[config.mk]
export PLATFORM = sky130hd
export DESIGN_NAME = wave_timer_ch
export DESIGN_NICKNAME = d
export VERILOG_FILES = /design/src/rtl/wt_pkg.sv /design/src/rtl/wt_regs.sv /design/src/rtl/wt_tick_sel.sv /design/src/rtl/wt_counter.sv /design/src/rtl/wt_out_ctl.sv /design/src/rtl/wave_timer_ch.sv
export SDC_FILE = /design/constraint.sdc
export NUM_CORES = 1
export LEC_CHECK = 0
export ABC_AREA = 1
export BUFFER_PORTS_ARGS = -buffer_cell sky130_fd_sc_hd__buf_2
export CORE_ASPECT_RATIO = 0.9
export CORE_MARGIN = 10
export CORE_UTILIZATION = 35
export CTS_CLUSTER_DIAMETER = 100
export DETAILED_ROUTE_END_ITERATION = 10
export SLEW_MARGIN = 20
export SYNTH_ARGS = -nofsm -noshare
export SYNTH_HDL_FRONTEND = slang
export SYNTH_SLANG_ARGS = --single-unit
[constraint.sdc]
create_clock -name clk -period 2 [get_ports clk]
set_input_delay 0.6 -clock clk [delete_from_list [all_inputs] [get_ports clk]]
set_output_delay 0.6 -clock clk [all_outputs]
set_load 0.02 [all_outputs]
[src/rtl/wt_pkg.sv]
// Shared types for the waveform timer channel: action codes, the mode
// word layout, register addresses and command bit positions.
// Assumes the mode word fits in the data bus of the top module.
package wt_pkg;

    typedef enum logic [1:0] {
        ACT_HOLD = 2'd0,
        ACT_SET  = 2'd1,
        ACT_CLR  = 2'd2,
        ACT_TOG  = 2'd3
    } act_e;

    typedef struct packed {
        logic       spare;
        act_e       b_sw;
        act_e       b_rc;
        act_e       b_cmp;
        act_e       a_sw;
        act_e       a_rc;
        act_e       a_cmp;
        logic [2:0] clk_sel;
    } mode_t;

    localparam int MODE_W       = $bits(mode_t);
    localparam int SEL_W        = 3;
    localparam int ADR_MODE     = 0;
    localparam int ADR_RA       = 1;
    localparam int ADR_RB       = 2;
    localparam int ADR_RC       = 3;
    localparam int ADR_CMD      = 4;
    localparam int CMD_EN_BIT   = 0;
    localparam int CMD_DIS_BIT  = 1;
    localparam int CMD_TRIG_BIT = 2;

    // Next level of a pin under the given action.
    function automatic logic apply_act(act_e act, logic cur);
        logic nxt;
        unique case (act)
            ACT_SET: nxt = 1'b1;
            ACT_CLR: nxt = 1'b0;
            ACT_TOG: nxt = ~cur;
            default: nxt = cur;
        endcase
        return nxt;
    endfunction

endpackage

[src/rtl/wt_regs.sv]
// Register file of the channel: stores the mode word and the three compare
// values, decodes command writes into single-cycle pulses and serves reads.
// Assumes DATA_W >= CNT_W and DATA_W >= MODE_W.
module wt_regs
    import wt_pkg::*;
#(
    parameter int CNT_W  = 16,
    parameter int DATA_W = 16,
    parameter int ADDR_W = 3
) (
    input  logic              clk,
    input  logic              rst_n,
    input  logic              wr_en,
    input  logic [ADDR_W-1:0] wr_addr,
    input  logic [DATA_W-1:0] wr_data,
    input  logic [ADDR_W-1:0] rd_addr,
    output logic [DATA_W-1:0] rd_data,
    output mode_t             mode_o,
    output logic [CNT_W-1:0]  ra_o,
    output logic [CNT_W-1:0]  rb_o,
    output logic [CNT_W-1:0]  rc_o,
    output logic              cmd_en,
    output logic              cmd_dis,
    output logic              cmd_trig
);

    logic cmd_sel;

    // Store the writable registers.
    always_ff @(posedge clk) begin
        if (!rst_n) begin
            mode_o <= '0;
            ra_o   <= '0;
            rb_o   <= '0;
            rc_o   <= '0;
        end else if (wr_en) begin
            if (wr_addr == ADDR_W'(ADR_MODE)) mode_o <= mode_t'(wr_data[MODE_W-1:0]);
            if (wr_addr == ADDR_W'(ADR_RA))   ra_o   <= wr_data[CNT_W-1:0];
            if (wr_addr == ADDR_W'(ADR_RB))   rb_o   <= wr_data[CNT_W-1:0];
            if (wr_addr == ADDR_W'(ADR_RC))   rc_o   <= wr_data[CNT_W-1:0];
        end
    end

    // Decode a command write into its pulses.
    always_comb begin
        cmd_sel  = wr_en && (wr_addr == ADDR_W'(ADR_CMD));
        cmd_en   = cmd_sel && wr_data[CMD_EN_BIT];
        cmd_dis  = cmd_sel && wr_data[CMD_DIS_BIT];
        cmd_trig = cmd_sel && wr_data[CMD_TRIG_BIT];
    end

    // Read multiplexer; the command address and unused addresses read zero.
    always_comb begin
        rd_data = '0;
        if (rd_addr == ADDR_W'(ADR_MODE)) rd_data = DATA_W'(mode_o);
        if (rd_addr == ADDR_W'(ADR_RA))   rd_data = DATA_W'(ra_o);
        if (rd_addr == ADDR_W'(ADR_RB))   rd_data = DATA_W'(rb_o);
        if (rd_addr == ADDR_W'(ADR_RC))   rd_data = DATA_W'(rc_o);
    end

endmodule

[src/rtl/wt_tick_sel.sv]
// Picks one of N_SRC prescaled tick enables. Select values at or above
// N_SRC give no tick. Assumes each source is a one-cycle enable.
module wt_tick_sel #(
    parameter int N_SRC = 5,
    parameter int SEL_W = 3
) (
    input  logic [N_SRC-1:0] src,
    input  logic [SEL_W-1:0] sel,
    output logic             tick
);

    // Scan the sources for the selected one.
    always_comb begin
        tick = 1'b0;
        for (int i = 0; i < N_SRC; i++) begin
            if (sel == SEL_W'(i)) tick = src[i];
        end
    end

endmodule

[src/rtl/wt_counter.sv]
// Up-counter with automatic return to zero after reaching the period value.
// Holds the run state set and cleared by commands. A software trigger zeroes
// the count. Assumes the command pulses last one cycle.
module wt_counter #(
    parameter int CNT_W = 16
) (
    input  logic             clk,
    input  logic             rst_n,
    input  logic             tick,
    input  logic             cmd_en,
    input  logic             cmd_dis,
    input  logic             cmd_trig,
    input  logic [CNT_W-1:0] period,
    output logic [CNT_W-1:0] cnt,
    output logic             run,
    output logic             tick_ev,
    output logic             rc_hit
);

    // Qualify ticks with the run state and detect the period match.
    always_comb begin
        tick_ev = run && tick;
        rc_hit  = tick_ev && (cnt == period);
    end

    // Update the run state and the count.
    always_ff @(posedge clk) begin
        if (!rst_n) begin
            run <= 1'b0;
            cnt <= '0;
        end else begin
            if (cmd_dis)     run <= 1'b0;
            else if (cmd_en) run <= 1'b1;
            if (cmd_trig)     cnt <= '0;
            else if (rc_hit)  cnt <= '0;
            else if (tick_ev) cnt <= cnt + 1'b1;
        end
    end

endmodule

[src/rtl/wt_out_ctl.sv]
// One waveform pin. Applies the trigger action, then the period-match
// action, then the own-compare action, in that order of priority.
// Assumes the event inputs already include tick and run qualification.
module wt_out_ctl
    import wt_pkg::*;
(
    input  logic clk,
    input  logic rst_n,
    input  logic trig,
    input  logic rc_hit,
    input  logic cmp_hit,
    input  act_e act_sw,
    input  act_e act_rc,
    input  act_e act_cmp,
    output logic pin
);

    // Apply the highest-priority event of this cycle to the pin.
    always_ff @(posedge clk) begin
        if (!rst_n)       pin <= 1'b0;
        else if (trig)    pin <= apply_act(act_sw, pin);
        else if (rc_hit)  pin <= apply_act(act_rc, pin);
        else if (cmp_hit) pin <= apply_act(act_cmp, pin);
    end

endmodule

[src/rtl/wave_timer_ch.sv]
// Top of the dual-output waveform timer channel. It connects the register
// file, the tick select, the shared counter and one pin controller per
// output. Assumes the tick sources are enables that are synchronous to clk.
module wave_timer_ch
    import wt_pkg::*;
#(
    parameter int CNT_W  = 16,
    parameter int DATA_W = 16,
    parameter int ADDR_W = 3,
    parameter int N_SRC  = 5
) (
    input  logic              clk,
    input  logic              rst_n,
    input  logic              wr_en,
    input  logic [ADDR_W-1:0] wr_addr,
    input  logic [DATA_W-1:0] wr_data,
    input  logic [ADDR_W-1:0] rd_addr,
    output logic [DATA_W-1:0] rd_data,
    input  logic [N_SRC-1:0]  tick_src,
    output logic              out_a,
    output logic              out_b
);

    localparam int N_OUT = 2;

    mode_t            mode_q;
    logic [CNT_W-1:0] ra_q, rb_q, rc_q, cnt_q;
    logic             cmd_en, cmd_dis, sw_fire;
    logic             tick, run_q, tick_ev, rc_hit;
    logic [CNT_W-1:0] cmp_val [N_OUT];
    act_e             act_cmp [N_OUT];
    act_e             act_rc  [N_OUT];
    act_e             act_sw  [N_OUT];
    logic [N_OUT-1:0] cmp_hit;
    logic [N_OUT-1:0] pins;

    wt_regs #(.CNT_W(CNT_W), .DATA_W(DATA_W), .ADDR_W(ADDR_W)) u_regs (
        .clk(clk), .rst_n(rst_n), .wr_en(wr_en), .wr_addr(wr_addr),
        .wr_data(wr_data), .rd_addr(rd_addr), .rd_data(rd_data),
        .mode_o(mode_q), .ra_o(ra_q), .rb_o(rb_q), .rc_o(rc_q),
        .cmd_en(cmd_en), .cmd_dis(cmd_dis), .cmd_trig(sw_fire)
    );

    wt_tick_sel #(.N_SRC(N_SRC), .SEL_W(SEL_W)) u_tick (
        .src(tick_src), .sel(mode_q.clk_sel), .tick(tick)
    );

    wt_counter #(.CNT_W(CNT_W)) u_cnt (
        .clk(clk), .rst_n(rst_n), .tick(tick), .cmd_en(cmd_en),
        .cmd_dis(cmd_dis), .cmd_trig(sw_fire), .period(rc_q),
        .cnt(cnt_q), .run(run_q), .tick_ev(tick_ev), .rc_hit(rc_hit)
    );

    // Route each pin's compare value and action fields.
    always_comb begin
        cmp_val[0] = ra_q;          cmp_val[1] = rb_q;
        act_cmp[0] = mode_q.a_cmp;  act_cmp[1] = mode_q.b_cmp;
        act_rc[0]  = mode_q.a_rc;   act_rc[1]  = mode_q.b_rc;
        act_sw[0]  = mode_q.a_sw;   act_sw[1]  = mode_q.b_sw;
    end

    for (genvar g = 0; g < N_OUT; g++) begin : g_pin
        // Detect this pin's own compare match on a counting tick.
        always_comb cmp_hit[g] = tick_ev && (cnt_q == cmp_val[g]);

        wt_out_ctl u_out (
            .clk(clk), .rst_n(rst_n), .trig(sw_fire), .rc_hit(rc_hit),
            .cmp_hit(cmp_hit[g]), .act_sw(act_sw[g]), .act_rc(act_rc[g]),
            .act_cmp(act_cmp[g]), .pin(pins[g])
        );
    end

    assign out_a = pins[0];
    assign out_b = pins[1];

endmodule

# Word level (Yosys, flattened, before mapping)
# Index checks and enable logic that the tools add are counted.
[totals]
ff_bits = 83
latchBits = 0
ramBits = 0
rom_bits = 0
in_bits = 30
out_inout_bits = 18
elab_cells = 99
n_memories = 0
[op_classes]
add_sub_neg = 1
mul = 0
n_div = 0
magnitude_cmp = 0
n_eq_ne = 36
n_shift = 0
n_mux = 21
bitwise = 3
n_reduce_logical = 23
[ops]
columns = ["operator", "count"]
rows = [
  ["16-bit two-way mux", 4],
  ["16-bit == test", 3],
  ["2-bit == test (second input constant)", 12],
  ["3-bit by 2-bit == test with 1-bit output (second input constant)", 6],
  ["1-bit case mux with 3 select lines", 6],
  ["16-bit by 1-bit adder with 16-bit output (second input constant)", 1],
  ["2-bit by 1-bit == test with 1-bit output (second input constant)", 6],
  ["1-bit two-way mux", 11],
  ["5-bit nonzero test", 2],
  ["3-bit by 1-bit == test with 1-bit output (second input constant)", 3],
  ["3-bit zero test", 3],
  ["1-bit logical AND", 8],
  ["2-bit AND reduction", 4],
  ["4-bit AND reduction", 2],
  ["3-bit == test (second input constant)", 2],
  ["3-bit nonzero test", 2],
  ["5-bit by 1-bit inequality test with 1-bit output (second input constant)", 1],
  ["5-bit by 4-bit inequality test with 1-bit output (second input constant)", 1],
  ["4-bit by 1-bit inequality test with 1-bit output (second input constant)", 1],
  ["4-bit inequality test (second input constant)", 1],
  ["1-bit inverter", 3],
  ["3-bit OR reduction", 1],
  ["2-bit OR reduction", 1],
]

# Logic depth before layout (Yosys ltp)
[depth]
depth_word = 11
ltp_mapped = 14
depth_no_buf = 13

# By module
# A second synthesis with hierarchy kept.
[unflattened]
cells_unflattened = 840
hier_area_um2 = 5036.1
[modules_own_cells]
columns = ["mod", "instances", "cells_per_inst", "area_per_inst_um2", "seq_area_each_um2"]
rows = [
  ["wt_regs", 1, 471, 3060.4, 1281.2],
  ["wt_counter", 1, 189, 1186.1, 340.3],
  ["wave_timer_ch", 1, 127, 535.5, 0.0],
  ["wt_out_ctl", 2, 18, 92.6, 20.0],
  ["wt_tick_sel", 1, 17, 68.8, 0.0],
]

# Worst setup path after synthesis
# Ideal clock, no wire load.
[synth_path]
path_type = "input -> output"
startpoint = "input rd_addr[0]"
endpoint = "output rd_data[10]"
t_arrival_ps = 1623
required_ps = 1400
setup_slack_ps = -223
cell_stages = 7
n_path_buf = 2
cell_sequence = "buf_2 inv_1 nand3_1 buf_2 nor2_1 a311oi_1 o21ai_0"
[synth_via]
elab_chain_len = 5
word_cells_on_any_way = 8
[synth_lines]
columns = ["item", "line", "source"]
rows = [
  ["start, declared", "wave_timer_ch.sv:17", "input logic [ADDR_W-1:0] rd_addr,"],
  ["3-bit zero test", "wt_regs.sv:55", "if (rd_addr == ADDR_W'(ADR_MODE)) rd_data = DATA_W'(mode_o);"],
  ["16-bit two-way mux", "wt_regs.sv:55", ""],
  ["16-bit two-way mux", "wt_regs.sv:56", "if (rd_addr == ADDR_W'(ADR_RA)) rd_data = DATA_W'(ra_o);"],
  ["16-bit two-way mux", "wt_regs.sv:57", "if (rd_addr == ADDR_W'(ADR_RB)) rd_data = DATA_W'(rb_o);"],
  ["16-bit two-way mux (*)", "wt_regs.sv:58", "if (rd_addr == ADDR_W'(ADR_RC)) rd_data = DATA_W'(rc_o);"],
  ["end, declared", "wave_timer_ch.sv:18", "output logic [DATA_W-1:0] rd_data,"],
]
# Mark *: on every way between the ends. The rest lies on a longest branch, timed or not.

# Final worst setup path
[layout_path]
startpoint = "input rd_addr[2]"
endpoint = "output rd_data[13]"
# The elaborated chain is that of the path after synthesis.

==> results.txt <==
The post-layout net count is 815. The path class of the tightest hold or removal check is reg2reg. Setup violations remaining at the end of the flow were counted as 16. Counting cells, the worst reg-to-reg path comes to 12. The clock sink total came out at 83. The total area of multi-input combinational cells is 0.00297 mm2. The final worst slack came out at -0.164 ns. CTS built an H-tree with a depth of 3. The total DRC errors in the routed layout came out at 0. The filler cell count came out at 1365.

The post-synthesis net count is 751. The worst-path maximum fanout came out at 7. STA classifies the critical path startpoint as an input pin. The die covers 0.0186 mm2. The total number of vias came out at 4781. The most used flip-flop cell after synthesis is sky130_fd_sc_hd__dfxtp_1. The number of global-route vias before repair came out at 4570. The total routed wirelength came out at 15000 um. The core area is 0.0133 mm2. The total CTS buffers is 9.

The startpoint identified for the worst hold timing path is u_regs.mode_o[11]. The worst max-slew margin expressed relative to the limit is 67.4%. After detailed routing, the number of vias per cell comes to 5.03. The area after detailed placement came out at 0.00541 mm2.

A synthesized cell averages 6.65 um2. The clock skew came out at 0.00926 ns. The effective utilization at floorplan came out at 35.7%. The weighted congestion at the end of routability-driven global placement is 0.901. Setup repair after global routing could not meet its margin everywhere. The count of endpoints failing hold in the final timing report came out at 0. The wire length of the first global-routing pass is 24300 um.

The number of hold buffers added after cts is 0. The number of cells produced by synthesis came out at 714. The minimum clock period is 2.16 ns.

The proportion of register bits with asynchronous set or reset after synthesis is 0%. The clock latency of the later-clocked register in the worst-skew pair came out at 0.34 ns. The total power divided by cell area is 646 mW/mm2.

The final non-filler cell area came out at 0.00617 mm2. The startpoint identified for the worst register-to-register timing path is u_regs.mode_o[9]. The overall global routing resource usage came out at 16.5%.

Ranked by total cell area, the synthesized netlist is headed by sky130_fd_sc_hd__dfxtp_1, sky130_fd_sc_hd__nand2_1, sky130_fd_sc_hd__o21ai_0. The remaining number of nets flagged by the antenna check after routing came out at 0. The worst slack at placement is -0.331 ns. The initial antenna violation count is 0.

The required time of the critical path is 1.40 ns. The proportion of netlist area held by the largest area contributor came out at 35.0%. The run finished, with violations left.

The synthesized design spends more area on one cell type than any other, namely sky130_fd_sc_hd__dfxtp_1. The die extent in x is 143 um. The critical path arrival came out at 1.56 ns. The register-to-register path setup slack came out at 0.21 ns.

The netlist area before placement came out at 0.00475 mm2. The worst hold path terminates at u_regs.mode_o[11]. The maximum clock frequency came out at 462 MHz. The number of buffers added on ports came out at 47.

The warning count from the yosys run is 0. The buffer depth of the longest clock path came out at 2. The first routing iteration left 351 violations.

Entering global routing, the biggest net connects 33 pins. The register cell area after layout is 0.00166 mm2. 0 antenna diodes ended up in the layout. The worst hold slack after final layout came out at 0.490 ns. The classification of the worst setup path is in2out.

The number of distinct library cell variants in the gate-level netlist after synthesis came out at 38. The row count is 40. In the final layout, the share of cells above drive strength 1 is 24.6%.

Clock-pin slew was measured on the worst setup and hold paths at 0.06 ns. The register bit count reported by yosys is 83. The total overflow reported by the global router came out at 0. The checks that failed: negative setup slack. The total half-perimeter wirelength after legalization and detailed placement came out at 11000 um.

The total of max-cap violations is 0. Total power for the finished layout comes to 3.99 mW. The number of cells traversed by the worst hold path came out at 2. The sequential share of the synthesized area came out at 35.0%.

The average detailed-routed wire length per instance came out at 15.8 um. The post-route fraction of the period consumed by the critical path is 108%. TritonCTS built the clock tree.

The actual slew at the worst max-slew pin came out at 0.488 ns. The layout overhead on the synthesized area is 30.0%. The worst-case IR drop observed on VDD is 0.000345 V. The reported leakage power is 2.53 nW. CTS placed an instance of sky130_fd_sc_hd__clkbuf_16 at the clock tree root. The count of final max-slew check failures came out at 0. The number of synthesized flops with an enable pin is 0.

The iteration count of the initial detailed-routing pass is 4. From bottom edge to top edge, the die measures 131 um. STA classifies the critical path endpoint as a primary output.

The reg-to-reg endpoint is g_pin[1].u_out.pin. For this design the top-level I/O count stands at 48.
==> report_power, final <==
part / leakage (nW) / internal, mW / switching [mW]
sequential: 0.673 / 1.70 / 0.0360
clock: 0.148 / 1.00 / 0.722
combinational: 1.71 / 0.200 / 0.326
==> cell type report <==
type	count	share of cell area (%)
clock buffers	10	3.87
clock inverters	6	1.05
inverters	86	5.39
multi-input cells	517	48.0
flip-flops and latches	83	26.9
well taps	168	3.40
repair buffers	81	11.3
==> critical path, stage by stage <==
cell                      delay, ns
sky130_fd_sc_hd__buf_8         0.11
sky130_fd_sc_hd__nor2_4        0.18
sky130_fd_sc_hd__nand2_4       0.15
sky130_fd_sc_hd__buf_6         0.16
sky130_fd_sc_hd__o22ai_4       0.10
sky130_fd_sc_hd__nor2_2        0.07
sky130_fd_sc_hd__o21ai_4       0.06
sky130_fd_sc_hd__buf_6         0.13
==> cells in the final DEF (no fill, tap or decap), types with 16 or more instances in the layout <==
| master | synthesis | final |
|---|---|---|
| sky130_fd_sc_hd__dfxtp_1 | 83 | 83 |
| sky130_fd_sc_hd__buf_4 | 4 | 23 |
| sky130_fd_sc_hd__inv_1 | 70 | 68 |
| sky130_fd_sc_hd__o21ai_0 | 81 | 70 |
| sky130_fd_sc_hd__inv_2 | 16 | 16 |
| sky130_fd_sc_hd__nor2_1 | 96 | 86 |
| sky130_fd_sc_hd__buf_6 | 1 | 23 |
| sky130_fd_sc_hd__nand2_1 | 149 | 147 |
| sky130_fd_sc_hd__nand3_1 | 28 | 26 |
| sky130_fd_sc_hd__a21oi_1 | 61 | 61 |
| sky130_fd_sc_hd__buf_2 | 4 | 28 |
==> cells by family after synthesis <==
group	count (synthesis)	synth area share, %
buf+inv	114	9.62
flops	83	35.0
fa+ha+maj	7	1.84
simple gates	328	31.8
xor+xnor	16	2.95
compound gates	166	18.8
==> flip-flops by register name, summed over array words and instances, names as in the netlist <==
name	flops
u_cnt.run	1
u_regs.rc_o	16
u_regs.rb_o	16
u_regs.ra_o	16
u_regs.mode_o	16
g_pin.u_out.pin	2
u_cnt.cnt	16
==> Yosys cell counts (6+ instances only) <==
| library cell | count |
|---|---|
| sky130_fd_sc_hd__nand2_1 | 149 |
| sky130_fd_sc_hd__nor2_4 | 7 |
| sky130_fd_sc_hd__clkbuf_1 | 17 |
| sky130_fd_sc_hd__inv_1 | 70 |
| sky130_fd_sc_hd__dfxtp_1 | 83 |
| sky130_fd_sc_hd__xnor2_1 | 9 |
| sky130_fd_sc_hd__a21oi_1 | 61 |
| sky130_fd_sc_hd__nor2_1 | 96 |
| sky130_fd_sc_hd__nand4_1 | 13 |
| sky130_fd_sc_hd__ha_1 | 7 |
| sky130_fd_sc_hd__o22ai_1 | 6 |
| sky130_fd_sc_hd__xor2_1 | 7 |
| sky130_fd_sc_hd__nand3_1 | 28 |
| sky130_fd_sc_hd__o21ai_0 | 81 |
| sky130_fd_sc_hd__nand2_2 | 10 |
| sky130_fd_sc_hd__inv_2 | 16 |
==> metrics by stage <==
step | setup TNS, ns | utilization, % | instances
after detailed placement | -4.26 | 40.6 | 928
after floorplan | -0.00684 | - | 714
final | -1.95 | 46.4 | 951
after global placement | -4.19 | 40.6 | 928
after CTS | -1.94 | 46.1 | 951
after global routing | -2.50 | 46.4 | 951
==> layer usage <==
metal  global-route usage [%]  share of wire (%)  wire length, um
met4                     4.97               0.84              126
met2                     26.9                 46             6980
met1                     22.3                 48             7210
met5                        0                  0                0
met3                     2.24                4.8              718
==> how the worst max path moves through the flow <==
| stage | startpoint | end | slack, ns | cells after the start |
|---|---|---|---|---|
| after detailed placement | rd_addr[0] | rd_data[5] | -0.33 | 8 |
| after CTS | rd_addr[2] | rd_data[8] | -0.14 | 7 |
| final | rd_addr[2] | rd_data[13] | -0.16 | 8 |
| after global placement | rd_addr[0] | rd_data[5] | -0.34 | 8 |
| after floorplan | rd_addr[0] | rd_data[10] | -0.003 | 7 |
| after global routing | rd_addr[2] | rd_data[5] | -0.20 | 8 |
==> repair_timing <==
item	CTS	global route
buffers inserted	6	0
setup endpoints to repair	16	16
pin swaps	11	5
gates cloned	1	0
resized for setup	81	9
(Power assumes the default switching activity.)
